[src/rtl/icap_pkg.sv]
package icap_pkg;
   typedef enum logic [1:0] {
      ADR_LO   = 2'd0,
      ADR_HI   = 2'd1,
      ADR_FLAG = 2'd2
   } icap_adr_e;
endpackage

[src/rtl/icap_sync.sv]
module icap_sync #(
   parameter int STAGES = 2
) (
   input  logic clk,
   input  logic rst_n,
   input  logic d,
   output logic q
);
   if (STAGES < 2) begin : g_bad_stages
      $error("icap_sync: STAGES must be at least 2");
   end

   logic [STAGES-1:0] ff;

   always_ff @(posedge clk or negedge rst_n) begin
      if (!rst_n) ff <= '0;
      else        ff <= {ff[STAGES-2:0], d};
   end

   assign q = ff[STAGES-1];
endmodule

[src/rtl/icap_filter.sv]
module icap_filter #(
   parameter int LEN = 4
) (
   input  logic clk,
   input  logic rst_n,
   input  logic d,
   output logic q
);
   if (LEN < 2) begin : g_bad_len
      $error("icap_filter: LEN must be at least 2");
   end

   logic [LEN-2:0] hist;
   logic           all_hi, all_lo;

   if (LEN == 2) begin : g_short
      always_ff @(posedge clk or negedge rst_n) begin
         if (!rst_n) hist <= '0;
         else        hist <= d;
      end
   end else begin : g_long
      always_ff @(posedge clk or negedge rst_n) begin
         if (!rst_n) hist <= '0;
         else        hist <= {hist[LEN-3:0], d};
      end
   end

   assign all_hi = &{hist, d};
   assign all_lo = ~|{hist, d};

   always_ff @(posedge clk or negedge rst_n) begin
      if (!rst_n)      q <= 1'b0;
      else if (all_hi) q <= 1'b1;
      else if (all_lo) q <= 1'b0;
   end

   // the filtered level only moves toward the newest sample
   a_r10_follows_input: assert property (@(posedge clk) disable iff (!rst_n)
      !$stable(q) |-> (q == $past(d)));
endmodule

[src/rtl/icap_edge.sv]
module icap_edge (
   input  logic clk,
   input  logic rst_n,
   input  logic lvl,
   input  logic rise_sel,
   output logic evt
);
   logic prev;

   always_ff @(posedge clk or negedge rst_n) begin
      if (!rst_n) prev <= 1'b0;
      else        prev <= lvl;
   end

   assign evt = rise_sel ? (lvl & ~prev) : (~lvl & prev);

   // one input transition yields exactly one event cycle
   a_r2_single_event: assert property (@(posedge clk) disable iff (!rst_n)
      evt |=> !evt);
endmodule

[src/rtl/icap_regs.sv]
module icap_regs
   import icap_pkg::*;
#(
   parameter int CNT_W = 16,
   parameter int BUS_W = 8
) (
   input  logic             clk,
   input  logic             rst_n,
   input  logic             evt,
   input  logic [CNT_W-1:0] count_in,
   input  logic             top_mode,
   input  logic             int_en,
   input  logic             ack,
   input  logic [1:0]       addr,
   input  logic             rd,
   input  logic             wr,
   input  logic [BUS_W-1:0] wdata,
   output logic [BUS_W-1:0] rdata,
   output logic             flag,
   output logic             irq
);
   localparam int HI_W = CNT_W - BUS_W;

   logic [CNT_W-1:0] cap;
   logic [HI_W-1:0]  temp;
   logic             rd_lo, wr_lo, wr_hi, clr_w1;

   assign rd_lo  = rd && (addr == ADR_LO);
   assign wr_lo  = wr && (addr == ADR_LO);
   assign wr_hi  = wr && (addr == ADR_HI);
   assign clr_w1 = wr && (addr == ADR_FLAG) && wdata[0];

   always_ff @(posedge clk or negedge rst_n) begin
      if (!rst_n)                cap <= '0;
      else if (evt)              cap <= count_in;
      else if (wr_lo && top_mode) cap <= {temp, wdata};
   end

   always_ff @(posedge clk or negedge rst_n) begin
      if (!rst_n)     temp <= '0;
      else if (rd_lo) temp <= cap[CNT_W-1:BUS_W];
      else if (wr_hi) temp <= wdata;
   end

   always_ff @(posedge clk or negedge rst_n) begin
      if (!rst_n)              flag <= 1'b0;
      else if (evt)            flag <= 1'b1;
      else if (ack || clr_w1)  flag <= 1'b0;
   end

   assign irq = flag & int_en;

   always_comb begin
      rdata = '0;
      if (rd) begin
         case (addr)
            ADR_LO:   rdata = cap[BUS_W-1:0];
            ADR_HI:   rdata = temp;
            ADR_FLAG: rdata[0] = flag;
            default:  rdata = '0;
         endcase
      end
   end

   // register and flag load together from the counter
   a_r4_flag_with_load: assert property (@(posedge clk) disable iff (!rst_n)
      evt |=> (flag && cap == $past(count_in)));
   // acknowledge clears when no new event arrives
   a_r6_ack_clears: assert property (@(posedge clk) disable iff (!rst_n)
      (ack && !evt) |=> !flag);
   // low-byte write outside period-limit mode changes nothing
   a_r9_write_ignored: assert property (@(posedge clk) disable iff (!rst_n)
      (wr_lo && !top_mode && !evt) |=> $stable(cap));
   // set beats write-one clear
   a_r11_set_wins: assert property (@(posedge clk) disable iff (!rst_n)
      (evt && clr_w1) |=> flag);
   // temporary byte holds unless a low read or high write occurs
   a_r8_temp_holds: assert property (@(posedge clk) disable iff (!rst_n)
      (!rd_lo && !wr_hi) |=> $stable(temp));
endmodule

[src/rtl/icap_unit.sv]
module icap_unit
   import icap_pkg::*;
#(
   parameter int CNT_W    = 16,
   parameter int BUS_W    = 8,
   parameter int SYNC_LEN = 2,
   parameter int FILT_LEN = 4
) (
   input  logic             clk,
   input  logic             rst_n,
   input  logic             pin_in,
   input  logic             cmp_in,
   input  logic             src_sel,
   input  logic             filt_en,
   input  logic             edge_rise,
   input  logic             int_en,
   input  logic             top_mode,
   input  logic [CNT_W-1:0] count_in,
   input  logic [1:0]       bus_addr,
   input  logic             bus_rd,
   input  logic             bus_wr,
   input  logic [BUS_W-1:0] bus_wdata,
   output logic [BUS_W-1:0] bus_rdata,
   input  logic             irq_ack,
   output logic             cap_flag,
   output logic             irq
);
   if (CNT_W != 2 * BUS_W) begin : g_bad_width
      $error("icap_unit: CNT_W must be twice BUS_W");
   end

   logic src_raw, src_sync, src_filt, lvl, evt;

   assign src_raw = src_sel ? cmp_in : pin_in;

   icap_sync #(.STAGES(SYNC_LEN)) u_sync (
      .clk(clk), .rst_n(rst_n), .d(src_raw), .q(src_sync));

   icap_filter #(.LEN(FILT_LEN)) u_filt (
      .clk(clk), .rst_n(rst_n), .d(src_sync), .q(src_filt));

   assign lvl = filt_en ? src_filt : src_sync;

   icap_edge u_edge (
      .clk(clk), .rst_n(rst_n), .lvl(lvl), .rise_sel(edge_rise), .evt(evt));

   icap_regs #(.CNT_W(CNT_W), .BUS_W(BUS_W)) u_regs (
      .clk(clk), .rst_n(rst_n), .evt(evt), .count_in(count_in),
      .top_mode(top_mode), .int_en(int_en), .ack(irq_ack),
      .addr(bus_addr), .rd(bus_rd), .wr(bus_wr), .wdata(bus_wdata),
      .rdata(bus_rdata), .flag(cap_flag), .irq(irq));

   // request only while enabled
   a_r5_irq_gated: assert property (@(posedge clk) disable iff (!rst_n)
      (!int_en) |-> !irq);
endmodule

[config.mk]
export PLATFORM = sky130hd
export DESIGN_NAME = icap_unit
export DESIGN_NICKNAME = d
export VERILOG_FILES = /design/src/rtl/icap_pkg.sv /design/src/rtl/icap_sync.sv /design/src/rtl/icap_filter.sv /design/src/rtl/icap_edge.sv /design/src/rtl/icap_regs.sv /design/src/rtl/icap_unit.sv
export SDC_FILE = /design/constraint.sdc
export NUM_CORES = 1
export LEC_CHECK = 0
export BUFFER_PORTS_ARGS = -buffer_cell sky130_fd_sc_hd__buf_4
export CORE_MARGIN = 3
export CORE_UTILIZATION = 27
export CTS_BUF_LIST = sky130_fd_sc_hd__clkbuf_8
export DETAILED_ROUTE_END_ITERATION = 6
export MAX_ROUTING_LAYER = met4
export SLEW_MARGIN = 20
export SYNTH_ARGS = -nofsm -noshare
export SYNTH_HDL_FRONTEND = slang
export SYNTH_SLANG_ARGS = --single-unit
[constraint.sdc]
create_clock -name clk -period 2 [get_ports clk]
set_clock_uncertainty 0.2 [all_clocks]
set_input_delay 0.1 -clock clk [delete_from_list [all_inputs] [get_ports clk]]
set_output_delay 0.1 -clock clk [all_outputs]
set_load 0.005 [all_outputs]
==> results of run 1 <==
==> timing repair <==
action,CTS,global route
endpoints found under the hold margin,58,0
setup buffers,0,0
hold buffers,30,0
==> metal layers <==
metal | global-route usage | part of all wire | vias up
met4 | 0.0467 | 0.012 | 0
li1 | - | - | 613
met5 | - | 0 | -
met3 | 0.0266 | 0.041 | 6
met2 | 0.207 | 0.51 | 34
met1 | 0.139 | 0.44 | 595
==> state kept, by name (all words and copies together) (netlist names) <==
register     count
u_edge.prev      1
u_filt.q         1
u_regs.cap      16
u_sync.ff        2
u_filt.hist      3
u_regs.temp      8
u_regs.flag      1
==> critical path: cells and delay by family <==
kind	cells	cell delay, ps
multiplexers	3	830
buffers and inverters	3	910
==> worst min-delay path by stage <==
stage,start,to,slack [ps],cells past startpoint
6_report,rst_n,u_filt.hist[0],90,2
5_1_grt,rst_n,u_regs.cap[7],120,2
3_5_place_dp,rst_n,u_filt.hist[1],-130,1
2_1_floorplan,rst_n,u_edge.prev,-400,0
4_1_cts,rst_n,u_filt.hist[0],100,2
3_3_place_gp,rst_n,u_sync.ff[0],-130,1
==> kinds of logic (layout without fill, tap and decap cells) <==
logic type | after synthesis | in the layout | share of synthesized area
muxes | 58 | 58 | 0.395
DFF | 32 | 32 | 0.460
AOI/OAI and AO/OA | 5 | 5 | 0.0151
and+or+nand+nor | 24 | 24 | 0.0913
buffers and inverters | 6 | 90 | 0.0381
==> final cells by class <==
class	count	area, sq um
Multi-Input combinational cell	87	873
Sequential cell	32	801
Timing Repair Buffer	83	711
Clock inverter	2	8.76
Clock buffer	5	68.8
Tap cell	75	93.8
Fill cell	594	3540
==> layout by cell type, fill, tap and decap left out <==
cell type / n
mux2_2: 35
and2b_1: 1
buf_12: 1
mux2_4: 10
nand2b_1: 1
or3_1: 1
nor2_1: 9
clkinv_2: 1
a21oi_1: 1
nor4bb_4: 1
buf_4: 52
inv_1: 1
dlygate4sd3_1: 30
o21ai_0: 3
mux2i_4: 1
mux2_1: 1
nand2_1: 3
nor3b_4: 1
and2_1: 2
dfrtp_1: 32
nand3b_1: 3
clkbuf_8: 5
mux2i_1: 11
nand4b_1: 1
a31oi_1: 1
nor2b_1: 1
==> power breakdown <==
group	internal (uW)	switching [uW]	total [uW]	leakage, uW
clock	231	229	460	0.0000452
combinational	415	187	601	0.000757
sequential	809	91.9	901	0.000379
total	1450	507	1960	0.00118
==> per-stage QoR <==
| stage | total power, uW | cells | instance area (sq um) |
|---|---|---|---|
| after global placement | 1460 | 247 | 2180 |
| after CTS | 1990 | 284 | 2560 |
| final | 1960 | 284 | 2560 |
| after detailed placement | 1470 | 247 | 2180 |
| after global routing | 2100 | 284 | 2560 |
| after floorplan | 1290 | 125 | 1740 |
==> results.yml, run 1 <==
worst_setup_path:
  reg2reg_to: "u_regs.cap[0]"
  worst_setup_path_end_kind: "flip-flop"
  critPathLaunch: "filt_en"
  startpoint_type: "primary input"
  crit_chain: "dlygate4sd3_1 -> buf_4 -> mux2_4 -> mux2i_4 -> buf_4 -> mux2_2"
  critPathRequiredTime_ps: 1970
  cp_slowest_stage_delay_ps: 530
  crit_fanout: 11
  crit_path_top_delay_cell: "dlygate4sd3_1"
  r2r_start: "u_sync.ff[1]"
  crit_end: "u_regs.cap[0]"
  rr_worst_depth: 4
  crit_path_frequent_cell: "buf_4"
  r2r_slack_ps: 230
  cp.arrival_ps: 1840
  crit_type: "in2reg"
logic_synthesis:
  ys.flop_type: "dfrtp_1"
  syn_inst: 125
  ys_ff_latch: 32
  ys_types: 24
  synth_top_area_share: 0.460
  syn_area_per_cell_sq_um: 13.9
  netlist_top_cells_count: "35 x mux2_2, 32 x dfrtp_1, 11 x mux2i_1, 10 x mux2_4, 9 x nor2_1"
  synth_enable_flop_cells: 0
  async_flop_share: 1.00
  netlist_top_cells_area: "dfrtp_1 46%, mux2_2 23%, mux2_4 8.6%"
  synthesis.area_sq_um: 1740
  synth_nets: 163
  yosysMostFrequentCell: "mux2_2"
  yosysSeqAreaShare: 0.460
  yosys_warnings: 0
  yosys.area.top_type: "dfrtp_1"
floorplanning:
  fp.dieH_um: 86.3
  num_rows: 28
  fp.dieW_um: 86.3
  dieArea_sq_um: 7450
  start_util: 0.286
  core_sq_um: 6100
  pin_count: 48
sta:
  slew_headroom: 0.727
  slew_viol_final: 0
  finalSetupTns_ps: 0
  setup_violations: 0
  setup_slack_ps: 122
  tightest_slew_ps: 409
  min_period_ps: 1880
  hold_violations: 0
  rsz0062_at_grt: "no"
  timing.hold.ws_ps: 87.7
  timing.fmax_mhz: 532
  fin_crit_sh: 0.939
clock_tree:
  cts_sinks: 32
  insertion_delay_ps: 280
  cts_made_buffers: 5
  cts_tree: "built"
  clk_pin_slew_ps: 70
  cts_root_buf: "clkbuf_8"
  htreeDepth: 2
  cts_buffer_depth: 2
  post_cts_resized: 0
routing:
  via_count: 1248
  wl_per_cell_um: 13.8
  routed_wl_mm: 3.92
  ant_nets: 0
  drcViolationCount: 0
  firstDrtPassIters: 4
  vias_per_cell: 4.39
  drt_iter0_drc: 49
global_route:
  overflow: 0
  antenna_found_initial: 0
  grt_usage: 0.121
  first_global_vias: 1408
  grt_pass1_wl_mm: 6.71
  grt_max_degree: 33
pwr:
  p_per_area_nw_per_um2: 767
  vdd_ir_drop_max_mv: 0.503
  leakage_uw: 0.00118
outcome:
  status: "complete, no violations"
placement:
  gp_congestion: 0.752
  pre_cts_ws_ps: 225
  hpwl_mm: 2.71
  io_buffer_count: 47
layout:
  syn_to_final_growth_pct: 46.9
  postLayoutCoreUtil: 0.419
  drive_gt1_frac: 0.512
  antenna_cells: 0
  layout.nets: 247
job:
  max-cap-violations: 0
min_path:
  hp-class: "in2async"
(Power assumes the default switching activity.)
==> run 2: changes to the inputs <==
Settings changed: SETUP_SLACK_MARGIN from default to 0.2.
Clock period 2 ns to 1.8 ns, I/O delays scaled along.
==> results.yml, run 2 (same netlist as run 1, synthesis figures left out) <==
outcome:
  status: "complete, no violations"
global_route:
  grt_pass1_wl_mm: 6.80
  first_global_vias: 1434
  overflow: 0
  antenna_found_initial: 0
  grt_usage: 0.122
  grt_max_degree: 33
layout:
  largest_reg_flops: 16
  drive_gt1_frac: 0.533
  layout_commonest_cell: "buf_4"
  fillers: 582
  top_register: "u_regs.cap"
  syn_to_final_growth_pct: 52.3
  final_cell_mix: "55 x buf_4, 35 x mux2_2, 32 x dfrtp_1"
  layout.nets: 251
  antenna_cells: 0
  largestRegisters: "u_regs.cap: 16 flops, u_regs.temp: 8 flops, u_filt.hist: 3 flops"
sta:
  slew_headroom: 0.728
  timing.fmax_mhz: 578
  fin_crit_sh: 0.961
  setup_violations: 0
  tightest_slew_ps: 408
  slew_viol_final: 0
  rsz0062_at_grt: "yes"
  min_period_ps: 1730
  hold_violations: 0
  finalSetupTns_ps: 0
worst_setup_path:
  crit_type: "reg2reg"
  worst_setup_path_end_kind: "flip-flop"
  crit_fanout: 17
  crit_chain: "mux2_4 -> mux2i_4 -> buf_12 -> mux2_2"
  critPathRequiredTime_ps: 1770
  cp.arrival_ps: 1700
  critPathLaunch: "u_filt.q"
  cp_num_buf_inv: 1
  startpoint_type: "flip-flop"
  critical-path-top-delay-family: "multiplexers"
  cp_slowest_stage_delay_ps: 390
  crit_path_top_delay_cell: "dfrtp_1"
  r2r_start: "u_filt.q"
pwr:
  vdd_ir_drop_max_mv: 0.382
  p_per_area_nw_per_um2: 922
  p_total_uw: 2440
  leakage_uw: 0.00123
routing:
  met3_length_um: 227
  routed_wl_mm: 4.00
  vias_per_cell: 4.40
  firstDrtPassIters: 4
  wl_per_cell_um: 13.8
  topRoutingLayerUsed: "met4"
  via_count: 1271
  ant_nets: 0
  drt_iter0_drc: 15
  met2WireLength_mm: 1.85
  drt-met1-wl_mm: 1.88
  drcViolationCount: 0
floorplanning:
  pin_count: 48
  core_sq_um: 6100
  fp.dieH_um: 86.3
  start_util: 0.286
  dieArea_sq_um: 7450
  fp.dieW_um: 86.3
  num_rows: 28
clock_tree:
  cts_tree: "built"
  cts_buffer_depth: 2
  post_cts_resized: 0
  cts_root_buf: "clkbuf_8"
  clk_pin_slew_ps: 70
  cts_made_buffers: 5
  cts_sinks: 32
  insertion_delay_ps: 280
  htreeDepth: 2
job:
  max-cap-violations: 0
min_path:
  hp-class: "in2async"
placement:
  io_buffer_count: 47
  hpwl_mm: 2.82
  gp_congestion: 0.682
## run 2: routing by layer
layer | vias to the layer above | track usage
met4 | 0 | 0.0382
met2 | 38 | 0.190
li1 | 622 | -
met1 | 606 | 0.158
met5 | - | -
met3 | 5 | 0.0266
## run 2: final cells by class
cell class                      instances  area [sq um]  area share
Clock buffer                            7          96.3      0.0363
Timing Repair Buffer                   87           753       0.284
Clock inverter                          1          30.0      0.0113
Tap cell                               75          93.8      0.0354
Sequential cell                        32           801       0.302
Multi-Input combinational cell         87           877       0.331
## run 2: metrics by stage
step                      instances   util  area (sq um)  hold WS [ps]  worst slack [ps]
final                           289  0.435          2650          80.4              70.6
after global routing            289  0.435          2650           102              19.3
after CTS                       288  0.434          2640          79.3              56.8
after detailed placement        250  0.364          2220          -145              50.0
after global placement          250  0.364          2220          -142              88.8
after floorplan                 125      -          1750          -406              45.6
## run 2: repair_timing
action	in CTS	in global routing
setup buffers	0	1
hold buffers	30	0
endpoints found under the setup margin	16	17
endpoints found under the hold margin	59	0
## run 2: worst reg2reg max path, stage by stage, from the launching register on
cell     delay (ps)
dfrtp_1         390
mux2_4          290
mux2i_4         190
buf_12          190
mux2_2          350
## run 2: report_power, final
part           leakage (uW)  switching (uW)  internal, uW
sequential         0.000379            99.8           898
combinational      0.000788             215           479
clock             0.0000645             264           488
## run 2: worst paths after layout
path                             endpoint  slack, ps  cells past startpoint
max in group asynchronous     u_edge.prev       1020                      2
max reg2reg                 u_regs.cap[5]         70                      4
min in group clk           u_regs.temp[0]         80                      5
min reg2reg                  u_sync.ff[1]        160                      0
max                         u_regs.cap[5]         70                      4
min                         u_regs.cap[6]         80                      2
==> run 3: changes to the inputs <==
Settings changed: PLACE_DENSITY_LB_ADDON from default to 0.2.
==> results.yml, run 3 (same netlist as run 1, synthesis figures left out) <==
worst_setup_path:
  critPathRequiredTime_ps: 1760
  startpoint_type: "flip-flop"
  crit_fanout: 17
  cp.arrival_ps: 1710
  crit_type: "reg2reg"
  worst_setup_path_end_kind: "flip-flop"
floorplanning:
  core_sq_um: 6100
  pin_count: 48
  start_util: 0.286
  num_rows: 28
  fp.dieH_um: 86.3
  dieArea_sq_um: 7450
  fp.dieW_um: 86.3
global_route:
  overflow: 0
  grt_max_degree: 33
  first_global_vias: 1478
  grt_pass1_wl_mm: 6.97
  antenna_found_initial: 0
  grt_usage: 0.124
sta:
  fin_crit_sh: 0.972
  hold_violations: 1
  timing.fmax_mhz: 572
  min_period_ps: 1750
  slew_headroom: 0.722
  setup_violations: 0
  rsz0062_at_grt: "yes"
  timing.hold.ws_ps: -3.57
  tightest_slew_ps: 417
  finalSetupTns_ps: 0
  slew_viol_final: 0
pwr:
  internal-power_uw: 1670
  p_comb_frac: 0.309
  pwr-share-seq: 0.448
  leakage_uw: 0.00121
  p_sw_uw: 559
  pwr-share-clk: 0.243
  p_per_area_nw_per_um2: 859
  switching_share: 0.251
  vdd_ir_drop_max_mv: 0.411
layout:
  postLayoutCellArea_sq_um: 2600
  antenna_cells: 0
  syn_to_final_growth_pct: 49.4
  fillers: 573
  final_cell_mix: "53 x buf_4, 35 x mux2_2, 32 x dfrtp_1"
  register_area_sq_um: 801
  layout_commonest_cell: "buf_4"
  drive_gt1_frac: 0.519
  largest_reg_flops: 16
  layout.nets: 249
  top_register: "u_regs.cap"
  multi_input_area_sq_um: 877
  largestRegisters: "u_regs.cap: 16 flops, u_regs.temp: 8 flops, u_filt.hist: 3 flops"
routing:
  vias_per_cell: 4.47
  wl_per_cell_um: 14.0
  routed_wl_mm: 4.01
  via_count: 1282
  ant_nets: 0
  drt_iter0_drc: 29
  firstDrtPassIters: 4
  drcViolationCount: 0
clock_tree:
  cts_made_buffers: 5
  clk_pin_slew_ps: 60
  post_cts_resized: 0
  htreeDepth: 2
  cts_tree: "built"
  cts_sinks: 32
  insertion_delay_ps: 280
  cts_root_buf: "clkbuf_8"
  cts_buffer_depth: 2
outcome:
  violations: "negative hold slack"
  status: "complete, but fails checks"
placement:
  placed_area_sq_um: 2200
  io_buffer_count: 47
  gp_congestion: 0.823
  hpwl_mm: 2.89
min_path:
  hp-class: "in2reg"
job:
  max-cap-violations: 0
[run 3: cell count changes in the layout (fill, tap and decap cells not counted)]
cell / change
clkbuf_8: -1
bufinv_16: -1
inv_1: +2
buf_4: -2
[run 3: path summary, 6_finish.rpt]
| check | to | depth (start not counted) | slack, ps | from |
|---|---|---|---|---|
| max in group asynchronous | u_filt.q | 2 | 1010 | rst_n |
| hold reg to reg | u_sync.ff[1] | 0 | 160 | u_sync.ff[0] |
| min in group asynchronous | u_regs.cap[9] | 2 | 90 | rst_n |
| setup reg to reg | u_regs.cap[3] | 4 | 50 | u_sync.ff[1] |
| hold / removal | u_regs.flag | 4 | -4 | bus_wr |
| setup / recovery | u_regs.cap[3] | 4 | 50 | u_sync.ff[1] |
[run 3: layout make-up]
class                      instances  share of cell area
multi-input combinational         87               0.337
sequential                        32               0.308
timing repair buffer              85               0.284
tap                               75              0.0361
clock buffer                       6              0.0318
clock inverter                     2             0.00289
[run 3: worst max-delay path: stages, from the launching register on]
cell     delay [ps]
dfrtp_1         400
mux2_4          300
mux2i_4         190
buf_12          190
mux2_2          350
[run 3: what timing repair did]
| item | CTS | global route |
|---|---|---|
| setup endpoints to repair | 16 | 19 |
| hold buffers | 30 | 2 |
| endpoints found under the hold margin | 58 | 1 |
| gates cloned | 0 | 0 |
| pin swaps | 0 | 0 |
| buffers inserted | 0 | 1 |
[run 3: per-layer routing]
layer	track usage	part of all wire
met5	-	0
met2	0.214	0.51
met3	0.0304	0.059
met1	0.140	0.42
met4	0.0411	0.0077
[run 3: through the flow]
stage                     instances  utilization  total power, uW  setup slack (ps)
after floorplan                 125            -             1440              45.6
after global placement          248        0.361             1620              90.6
after detailed placement        248        0.361             1660              49.1
after CTS                       286        0.425             2280              33.9
after global routing            287        0.427             2400             0.616
final                           287        0.427             2230              50.3
[run 3: power groups by stage]
stage	logic, uW	registers (uW)	clock network [uW]
final	689	1000	543
after global placement	624	997	0
after floorplan	460	980	0
after global routing	763	1030	607
after CTS	702	1000	573
after detailed placement	643	1010	0
